### config.mk
export PLATFORM = sky130hd
export DESIGN_NAME = pwm_updown_aq
export DESIGN_NICKNAME = d
export VERILOG_FILES = /design/src/rtl/pwm_aq_pkg.sv /design/src/rtl/pwm_aq_regs.sv /design/src/rtl/pwm_aq_timebase.sv /design/src/rtl/pwm_aq_chan.sv /design/src/rtl/pwm_updown_aq.sv
export SDC_FILE = /design/constraint.sdc
export NUM_CORES = 1
export LEC_CHECK = 0
export ABC_AREA = 1
export BUFFER_PORTS_ARGS = -buffer_cell sky130_fd_sc_hd__buf_4
export CAP_MARGIN = 20
export CELL_PAD_IN_SITES_DETAIL_PLACEMENT = 0
export CELL_PAD_IN_SITES_GLOBAL_PLACEMENT = 1
export CORE_ASPECT_RATIO = 2
export CORE_MARGIN = 2
export CORE_UTILIZATION = 43
export CTS_BUF_LIST = sky130_fd_sc_hd__clkbuf_4 sky130_fd_sc_hd__clkbuf_8
export DETAILED_ROUTE_END_ITERATION = 10
export GPL_ROUTABILITY_DRIVEN = 0
export PLACE_DENSITY_LB_ADDON = 0.1
export SLEW_MARGIN = 20
export SYNTH_ARGS = -nofsm -noshare
export SYNTH_HDL_FRONTEND = slang
export SYNTH_SLANG_ARGS = --single-unit
export TNS_END_PERCENT = 50
### constraint.sdc
create_clock -name clk -period 4.32 [get_ports clk]
set_input_delay 0.648 -clock clk [delete_from_list [all_inputs] [get_ports clk]]
set_output_delay 0.648 -clock clk [all_outputs]
set_load 0.005 [all_outputs]
### src/rtl/pwm_aq_pkg.sv
package pwm_aq_pkg;
  localparam int ACT_W = 12;
  localparam int NCH   = 2;
  localparam int A_PRD   = 0;
  localparam int A_CMPA  = 1;
  localparam int A_CMPB  = 2;
  localparam int A_ACT_A = 3;
  localparam int A_ACT_B = 4;
  localparam int A_FRC   = 5;

  typedef enum logic [1:0] {
    AQ_KEEP = 2'd0, AQ_LOW = 2'd1, AQ_HIGH = 2'd2, AQ_FLIP = 2'd3
  } aq_code_e;

  typedef enum logic [1:0] {
    FR_NONE = 2'd0, FR_LOW = 2'd1, FR_HIGH = 2'd2, FR_SPARE = 2'd3
  } fr_code_e;

  typedef struct packed {
    logic cb_dn;
    logic cb_up;
    logic ca_dn;
    logic ca_up;
    logic at_prd;
    logic at_zero;
  } tb_evt_t;

  function automatic logic aq_apply(input aq_code_e c, input logic cur);
    case (c)
      AQ_LOW:  aq_apply = 1'b0;
      AQ_HIGH: aq_apply = 1'b1;
      AQ_FLIP: aq_apply = ~cur;
      default: aq_apply = cur;
    endcase
  endfunction
endpackage

### src/rtl/pwm_aq_regs.sv
module pwm_aq_regs
  import pwm_aq_pkg::*;
#(
  parameter int CNT_W  = 16,
  parameter int DATA_W = 16,
  parameter int ADDR_W = 3
) (
  input  logic              clk,
  input  logic              rst_n,
  input  logic              wr_en,
  input  logic [ADDR_W-1:0] wr_addr,
  input  logic [DATA_W-1:0] wr_data,
  output logic [CNT_W-1:0]  prd_sh,
  output logic [CNT_W-1:0]  cmpa_sh,
  output logic [CNT_W-1:0]  cmpb_sh,
  output logic [ACT_W-1:0]  act_a,
  output logic [ACT_W-1:0]  act_b,
  output logic [2*NCH-1:0]  frc_sh
);
  logic prd_en, ca_en, cb_en, aa_en, ab_en, fr_en;
  logic [CNT_W-1:0] prd_q, ca_q, cb_q;
  logic [ACT_W-1:0] aa_q, ab_q;
  logic [2*NCH-1:0] fr_q;

  always_comb begin
    prd_en = wr_en && (wr_addr == ADDR_W'(A_PRD));
    ca_en  = wr_en && (wr_addr == ADDR_W'(A_CMPA));
    cb_en  = wr_en && (wr_addr == ADDR_W'(A_CMPB));
    aa_en  = wr_en && (wr_addr == ADDR_W'(A_ACT_A));
    ab_en  = wr_en && (wr_addr == ADDR_W'(A_ACT_B));
    fr_en  = wr_en && (wr_addr == ADDR_W'(A_FRC));
  end

  always_ff @(posedge clk or negedge rst_n) begin
    if (!rst_n) begin
      prd_q <= '0;
      ca_q  <= '0;
      cb_q  <= '0;
      aa_q  <= '0;
      ab_q  <= '0;
      fr_q  <= '0;
    end else begin
      if (prd_en) prd_q <= wr_data[CNT_W-1:0];
      if (ca_en)  ca_q  <= wr_data[CNT_W-1:0];
      if (cb_en)  cb_q  <= wr_data[CNT_W-1:0];
      if (aa_en)  aa_q  <= wr_data[ACT_W-1:0];
      if (ab_en)  ab_q  <= wr_data[ACT_W-1:0];
      if (fr_en)  fr_q  <= wr_data[2*NCH-1:0];
    end
  end

  assign prd_sh  = prd_q;
  assign cmpa_sh = ca_q;
  assign cmpb_sh = cb_q;
  assign act_a   = aa_q;
  assign act_b   = ab_q;
  assign frc_sh  = fr_q;
endmodule

### src/rtl/pwm_aq_timebase.sv
module pwm_aq_timebase
  import pwm_aq_pkg::*;
#(
  parameter int CNT_W = 16
) (
  input  logic             clk,
  input  logic             rst_n,
  input  logic [CNT_W-1:0] prd_sh,
  input  logic [CNT_W-1:0] cmpa_sh,
  input  logic [CNT_W-1:0] cmpb_sh,
  output logic [CNT_W-1:0] cnt,
  output logic             dir_up,
  output logic [CNT_W-1:0] prd_act,
  output logic [CNT_W-1:0] cmpa_act,
  output logic             load,
  output logic             prd_pulse,
  output tb_evt_t          evt
);
  localparam logic [CNT_W-1:0] ONE  = CNT_W'(1);
  localparam logic [CNT_W-1:0] ZERO = '0;

  logic [CNT_W-1:0] cnt_q, cnt_d, prd_q, ca_q, cb_q;
  logic dir_q, dir_d, pulse_q, is_zero, hit_prd, hit_ca, hit_cb;

  always_comb begin
    is_zero = (cnt_q == ZERO);
    hit_prd = (prd_q != ZERO) && (cnt_q == prd_q);
    hit_ca  = (cnt_q == ca_q);
    hit_cb  = (cnt_q == cb_q);
    cnt_d   = cnt_q;
    dir_d   = dir_q;
    if (is_zero) begin
      dir_d = 1'b1;
      cnt_d = (prd_sh != ZERO) ? ONE : ZERO;
    end else if (dir_q && (cnt_q < prd_q)) begin
      cnt_d = cnt_q + ONE;
    end else begin
      dir_d = 1'b0;
      cnt_d = cnt_q - ONE;
    end
  end

  always_comb begin
    evt.at_zero = is_zero;
    evt.at_prd  = hit_prd;
    evt.ca_up   = hit_ca && dir_q;
    evt.ca_dn   = hit_ca && !dir_q;
    evt.cb_up   = hit_cb && dir_q;
    evt.cb_dn   = hit_cb && !dir_q;
  end

  always_ff @(posedge clk or negedge rst_n) begin
    if (!rst_n) begin
      cnt_q   <= '0;
      dir_q   <= 1'b1;
      pulse_q <= 1'b0;
    end else begin
      cnt_q   <= cnt_d;
      dir_q   <= dir_d;
      pulse_q <= hit_prd;
    end
  end

  always_ff @(posedge clk or negedge rst_n) begin
    if (!rst_n) begin
      prd_q <= '0;
      ca_q  <= '0;
      cb_q  <= '0;
    end else if (is_zero) begin
      prd_q <= prd_sh;
      ca_q  <= cmpa_sh;
      cb_q  <= cmpb_sh;
    end
  end

  assign cnt       = cnt_q;
  assign dir_up    = dir_q;
  assign prd_act   = prd_q;
  assign cmpa_act  = ca_q;
  assign load      = is_zero;
  assign prd_pulse = pulse_q;
endmodule

### src/rtl/pwm_aq_chan.sv
module pwm_aq_chan
  import pwm_aq_pkg::*;
(
  input  logic             clk,
  input  logic             rst_n,
  input  tb_evt_t          evt,
  input  logic [ACT_W-1:0] act,
  input  logic [1:0]       frc_sh,
  input  logic             load,
  output logic             pwm,
  output logic [1:0]       frc_act
);
  logic [1:0] frc_q, frc_d, code;
  logic out_q, out_d;

  always_comb begin
    frc_d = load ? frc_sh : frc_q;
    code  = 2'd0;
    if (evt.at_zero)                     code = act[1:0];
    if (evt.at_prd && act[3:2] != 2'd0)  code = act[3:2];
    if (evt.ca_up  && act[5:4] != 2'd0)  code = act[5:4];
    if (evt.ca_dn  && act[7:6] != 2'd0)  code = act[7:6];
    if (evt.cb_up  && act[9:8] != 2'd0)  code = act[9:8];
    if (evt.cb_dn  && act[11:10] != 2'd0) code = act[11:10];
    case (fr_code_e'(frc_d))
      FR_LOW:  out_d = 1'b0;
      FR_HIGH: out_d = 1'b1;
      default: out_d = aq_apply(aq_code_e'(code), out_q);
    endcase
  end

  always_ff @(posedge clk or negedge rst_n) begin
    if (!rst_n) begin
      frc_q <= 2'd0;
      out_q <= 1'b0;
    end else begin
      frc_q <= frc_d;
      out_q <= out_d;
    end
  end

  assign pwm     = out_q;
  assign frc_act = frc_q;
endmodule

### src/rtl/pwm_updown_aq.sv
module pwm_updown_aq
  import pwm_aq_pkg::*;
#(
  parameter int CNT_W  = 16,
  parameter int DATA_W = 16,
  parameter int ADDR_W = 3
) (
  input  logic              clk,
  input  logic              rst_n,
  input  logic              wr_en,
  input  logic [ADDR_W-1:0] wr_addr,
  input  logic [DATA_W-1:0] wr_data,
  output logic              pwm_a_o,
  output logic              pwm_b_o,
  output logic              evt_prd_o,
  output logic [CNT_W-1:0]  cnt_o,
  output logic              dir_up_o
);
  logic rst_meta_q, rst_sync_n;
  logic [CNT_W-1:0] prd_sh_w, cmpa_sh_w, cmpb_sh_w, prd_act_w, cmpa_act_w;
  logic [ACT_W-1:0] act_a_w, act_b_w;
  logic [ACT_W-1:0] act_w [NCH];
  logic [2*NCH-1:0] frc_sh_w;
  logic [1:0] frc_act_w [NCH];
  logic [1:0] frc_act_a_w, frc_act_b_w;
  logic [NCH-1:0] pwm_w;
  logic load_w;
  tb_evt_t evt_w;

  always_ff @(posedge clk or negedge rst_n) begin
    if (!rst_n) begin
      rst_meta_q <= 1'b0;
      rst_sync_n <= 1'b0;
    end else begin
      rst_meta_q <= 1'b1;
      rst_sync_n <= rst_meta_q;
    end
  end

  pwm_aq_regs #(.CNT_W(CNT_W), .DATA_W(DATA_W), .ADDR_W(ADDR_W)) regs_i (
    .clk(clk), .rst_n(rst_sync_n), .wr_en(wr_en), .wr_addr(wr_addr),
    .wr_data(wr_data), .prd_sh(prd_sh_w), .cmpa_sh(cmpa_sh_w),
    .cmpb_sh(cmpb_sh_w), .act_a(act_a_w), .act_b(act_b_w), .frc_sh(frc_sh_w)
  );

  pwm_aq_timebase #(.CNT_W(CNT_W)) tb_i (
    .clk(clk), .rst_n(rst_sync_n), .prd_sh(prd_sh_w), .cmpa_sh(cmpa_sh_w),
    .cmpb_sh(cmpb_sh_w), .cnt(cnt_o), .dir_up(dir_up_o), .prd_act(prd_act_w),
    .cmpa_act(cmpa_act_w), .load(load_w), .prd_pulse(evt_prd_o), .evt(evt_w)
  );

  assign act_w[0] = act_a_w;
  assign act_w[1] = act_b_w;

  for (genvar g = 0; g < NCH; g++) begin : g_ch
    pwm_aq_chan ch_i (
      .clk(clk), .rst_n(rst_sync_n), .evt(evt_w), .act(act_w[g]),
      .frc_sh(frc_sh_w[2*g +: 2]), .load(load_w), .pwm(pwm_w[g]),
      .frc_act(frc_act_w[g])
    );
  end

  assign frc_act_a_w = frc_act_w[0];
  assign frc_act_b_w = frc_act_w[1];
  assign pwm_a_o     = pwm_w[0];
  assign pwm_b_o     = pwm_w[1];
endmodule

Word level (Yosys, flattened, before mapping):

Index checks and enable logic that the tools add are counted.

* bits of input ports: 22
* bits in registers: 150

* magnitude comparators: 1
* bitwise operators: 2
* equality and inequality tests: 19
* add/sub/neg operators: 2
* reductions and logical operators: 39
* muxes and demuxes: 23

Operators with widths (number)
* 16-bit equality test: 3
* 16-bit 2-to-1 mux: 2
* 16-bit nonzero test: 2
* 2-bit 2-to-1 mux: 14
* 1-bit logical AND: 22
* 2-bit nonzero test: 10
* 16-bit by 1-bit adder with 16-bit output (second input constant): 1
* 16-bit logical NOT: 1
* 16-bit < comparator: 1
* 16-bit by 1-bit subtractor with 16-bit output (second input constant): 1
* 2-bit equality test (second input constant): 6
* 5-bit nonzero test: 2
* 2-bit by 1-bit equality test with 1-bit output (second input constant): 4
* 3-bit by 2-bit equality test with 1-bit output (second input constant): 2
* 3-bit equality test (second input constant): 2
* 1-bit one-hot mux with 3 select lines: 2
* 1-bit one-hot mux with 2 select lines: 2
* 3-bit by 1-bit equality test with 1-bit output (second input constant): 1
* 3-bit logical NOT: 1
* 1-bit 2-to-1 mux: 3
* 2-bit by 1-bit inequality test with 1-bit output (second input constant): 1
* 1-bit inverter: 2
* 1-bit logical NOT: 1

Logic depth before layout (Yosys ltp):

* word-level depth: 11
* depth in mapped cells: 24
* gate-level depth less buffers: 24

Cells and area by module:

Synthesis repeated with hierarchy kept, for this count alone.

* cells, all modules: 993
* area total of the unflattened synthesis: 7950.1 um2

By module, submodules not included
* pwm_aq_timebase: cells each 537, times used 1, area an instance 4191.5 um2
* pwm_aq_regs: cells each 343, times used 1, area an instance 3046.7 um2
* pwm_aq_chan: cells each 55, times used 2, area an instance 329.1 um2
* pwm_updown_aq: cells each 3, times used 1, area an instance 53.8 um2

Worst setup path after synthesis:

No wires, ideal clock.

* path type: reg2reg
* start: register tb_i.cnt_q[3], in the netlist tb_i.cnt[3]
* end: register tb_i.cnt_q[12], in the netlist tb_i.cnt[12]
* path buffers: 0
* arrival: 3.016 ns
* clock period less this slack: 3.137 ns
* cell stages (with the launch flop): 21
* setup slack: 1.183 ns
* setup time: 0.121 ns
* cells stage by stage: dfrtp_1 > ha_1 > a21oi_1 > o21ai_0 > nand2_1 > o211ai_1 > nand2_1 > nand3_1 > ha_1 > nand2_1 > inv_1 > nand2_1 > nand2_1 > a21oi_1 > inv_1 > nand2_1 > nand2_1 > nand3_1 > nand2_1 > xor2_1 > nor2_1

* cells in the longest elaborated chain, start to end: 4
* elaborated cells on any way between the ends: 7
* classes of those cells: add/sub (2); order compare (1); mux (2); reduce/logical (2)

RTL lines
* start, declared: RTL line pwm_aq_timebase.sv:22 `logic [CNT_W-1:0] cnt_q, cnt_d, prd_q, ca_q, cb_q;`
* start signal, assigned: RTL line pwm_aq_timebase.sv:58 `cnt_q <= cnt_d;`
* 16-bit < comparator: RTL line pwm_aq_timebase.sv:35 `end else if (dir_q && (cnt_q < prd_q)) begin`
* 1-bit logical AND: RTL line pwm_aq_timebase.sv:35
* 16-bit 2-to-1 mux: RTL line pwm_aq_timebase.sv:35
* 16-bit 2-to-1 mux *: RTL line pwm_aq_timebase.sv:32 `if (is_zero) begin`
* via tb_i.cnt_d[12]: RTL line pwm_aq_timebase.sv:22

The timed path passes the listed nets; every way through them passes the cells marked *.
A chain may end at the register's enable or synchronous reset.

Final worst setup path:

* start: register tb_i.cnt_q[1], in the netlist tb_i.cnt[1]
* end: register tb_i.cnt_q[12], in the netlist tb_i.cnt[12]

Same word-level chain as after synthesis.

==> run_results.csv <==
group,metric,value,unit
yosys,synth_top_area_share,48.1,%
sta,setup_viol,0,
layout,post-route-util,49.4,%
worst_hold_path,hold_start,"rst_meta_q",
clock_network,clock_sinks,150,
layout,area_growth,12.8,%
drt,vias,6178,
yosys,synth_seq_area_share,48.5,%
sta,hold-worst-slack,0.356,ns
clock_network,clk_latency,0.46,ns
layout,drive_above_1_share,11.7,%
clock_network,cts_buffers,17,
global_route,grt.total_usage,21.8,%
yosys,syn-num-nets,1036,
yosys,yosys_warnings,0,
yosys,syn_area_per_cell,7.95,sq um
clock_network,post-cts-setup-buffer-count,0,
flow_run,maxCapViolCount,0,
pwr,power_switching,1840,uW
pwr,p_clk_share,24.0,%
sta,rsz0062_at_grt,"false",
pwr,ir_worst_vdd,0.199,mV
sta,slew_headroom,34.9,%
yosys,yosys.area.top_type,"dfrtp_1",
layout,fill_cells,1809,
critical_path,critPathLaunchType,"register",
drt,drc,0,
floorplanning,rows,69,
drt,wl_per_cell,16.0,um
drt,first_pass_iters,5,
yosys,yosys-top-cells-area,"dfrtp_1 (48%), nand2_1 (15%), o21ai_0 (8.8%), ha_1 (6.3%), inv_1 (5.6%)",
sta,hold_viol_final,0,
pwr,p_sw_share,37.2,%
status,status,"finished, final reports clean",
floorplanning,coreArea,17700,sq um
floorplanning,die_x,98.9,um
worst_hold_path,min_path_type,"register to register",
sta,final.period_utilization,79.9,%
critical_path,cp_max_fo,9,
drt,via_per_inst,4.97,
yosys,syn_area,7740,sq um
yosys,synthDistinctLibCells,39,
clock_network,htreeDepth,4,
critical_path,worstPathArrival,3.77,ns
critical_path,end_kind,"register",
pwr,p_seq_share,40.8,%
floorplanning,die_h,194,um
layout,n_antenna_cell,0,
sta,skew,0.0144,ns
layout,layout_commonest_cell,"nand2_1",
clock_network,cts_resized,0,
critical_path,reg2reg_slack,0.87,ns
sta,worst_slack,0.867,ns
critical_path,cp.required,4.64,ns
floorplanning,dieArea,19200,sq um
sta,drv_slew,0,
global_route,antenna_found_initial,0,
global_route,grt_max_degree,149,
pwr,p_leak,0.00458,uW
global_route,overflow,0,
layout,finalNonFillerCells,1242,
drt,wl,19900,um
floorplanning,start_util,43.8,%
clock_network,clk_pin_slew_worst_paths,0.09,ns
layout,nets,1079,
worst_hold_path,whs_endpoint,"rst_sync_n",
yosys,ys_ff_latch,150,
global_route,grt_pass1_wl,32000,um
worst_hold_path,hold_depth,0,
sta,worst_pin_slew,0.975,ns
floorplanning,io_pins,42,
layout,mostFrequentLayoutCells,"nand2_1 (314), dfrtp_1 (148), o21ai_0 (136), inv_1 (115), nor2_1 (62)",
placed_design,dpl.cell_count,1210,
yosys,syn-instance-count,974,
pwr,combPwrFrac,35.1,%
placed_design,portBuffers,41,
pwr,internal_power,3100,uW
drt,ant_nets,0,
critical_path,rr_worst_depth,20,
critical_path,r2r_end,"tb_i.cnt[12]",
placed_design,pre_cts_ws,0.895,ns
drt,drt_iter0_drc,355,
critical_path,r2r_start,"tb_i.cnt[1]",
placed_design,hpwl,14800,um
clock_network,cts_tree,"done",
global_route,grt_pass1_vias,6119,
sta,period_needed,3.45,ns
clock_network,root_buffer,"clkbuf_8",
clock_network,clockBufferDepth,2,
sta,timing.setup.tns,0,ns
critical_path,crit_type,"register to register",
pwr,power.density,566,nW/um^2
sta,fmax,290,MHz
## kinds of logic after synthesis
logic type               synth area share, %
AND/OR/NAND/NOR                         23.7
AO/OA/AOI/OAI                           12.3
buffers and inverters                   7.59
flip-flops                              48.5
adder cells (fa/ha/maj)                 6.56
XOR/XNOR                                1.24
other                                 0.0484
## worst max-delay path by stage
stage	from	end	slack, ns
2_1_floorplan	tb_i.cnt[3]	tb_i.cnt[12]	1.18
3_3_place_gp	tb_i.cnt[15]	tb_i.cnt[12]	0.96
3_5_place_dp	tb_i.cnt[3]	tb_i.cnt[12]	0.89
4_1_cts	tb_i.cnt[3]	tb_i.cnt[12]	0.87
5_1_grt	tb_i.cnt[1]	tb_i.cnt[13]	0.48
6_report	tb_i.cnt[1]	tb_i.cnt[12]	0.87
## routing by layer
metal	vias to the layer above	GRT usage (%)	wire [um]	part of all wire, %
met2	87	39.8	10800	54
met4	0	8.93	641	3.2
li1	3173	-	-	-
met5	-	0	0	0
met3	33	3.42	456	2.3
met1	2885	24.8	7960	40
## through the flow
step	power [uW]	instance area (sq um)
3_3_place_gp	3790	8290
6_report	4940	8740
3_5_place_dp	3800	8290
5_1_grt	5360	8740
2_1_floorplan	3160	7750
4_1_cts	5010	8740
## registers in the layout, indices dropped and copies added, names as in the netlist, 2 cells and up
register	flops
tb_i.cmpa_act	16
regs_i.cmpa_sh	16
tb_i.prd_act	16
tb_i.cb_q	16
regs_i.cmpb_sh	16
g_ch.ch_i.frc_act	4
tb_i.cnt	16
regs_i.frc_sh	4
regs_i.act_b	12
regs_i.prd_sh	16
regs_i.act_a	12
g_ch.ch_i.pwm	2
## repair_timing
| item | CTS | global route |
|---|---|---|
| hold buffers | 1 | 0 |
| setup endpoints to repair | 0 | 0 |
| endpoints found under the hold margin | 2 | 0 |
## worst max-delay path, stage by stage, from the launching register on
cell and delay, ns:
dfrtp_1 0.47, ha_1 0.34, a21oi_1 0.15, o21ai_0 0.11, nand2_1 0.08, o211ai_1 0.08, nand2_1 0.08, nand3_1 0.30
ha_1 0.46, nand2_1 0.09, inv_1 0.05, nand2_1 0.05, nand2_1 0.07, a21oi_1 0.37, inv_1 0.11, nand2_1 0.08
nand2_1 0.08, nand3_1 0.08, nand2_1 0.06, xor2_1 0.15, nor2_1 0.05
## cell type report
cell class                 instances  area (sq um)  share of cell area [%]
clock buffer                      22           284                    3.25
clock inverter                     9           150                    1.72
inverter                         127           477                    5.46
multi-input combinational        670          3400                    39.0
sequential                       150          3760                    43.0
tap                              213           267                    3.05
timing repair buffer              51           398                    4.55
## synth_stat cells, drive strengths merged
cell,count
dfrtp,149
dfstp,1
xor2,8
o21ai,137
nor3,3
nand3,16
or2,6
nand4,18
o21a,2
o211ai,1
nor2,69
nor4,1
o2111ai,2
o31ai,1
clkbuf,18
a21oi,33
conb,1
buf,9
inv,127
fa,1
ha,39
xnor2,3
nand2,321
o21bai,2
a31oi,3
a221oi,1
and3,1
a211oi,1
## power by group through the flow
stage	clock, uW	combinational (uW)	sequential [uW]
5_1_grt	1290	2010	2060
2_1_floorplan	0	1180	1990
6_report	1190	1740	2020
3_5_place_dp	0	1750	2050
4_1_cts	1220	1770	2020
3_3_place_gp	0	1750	2040
(Power assumes the default switching activity.)
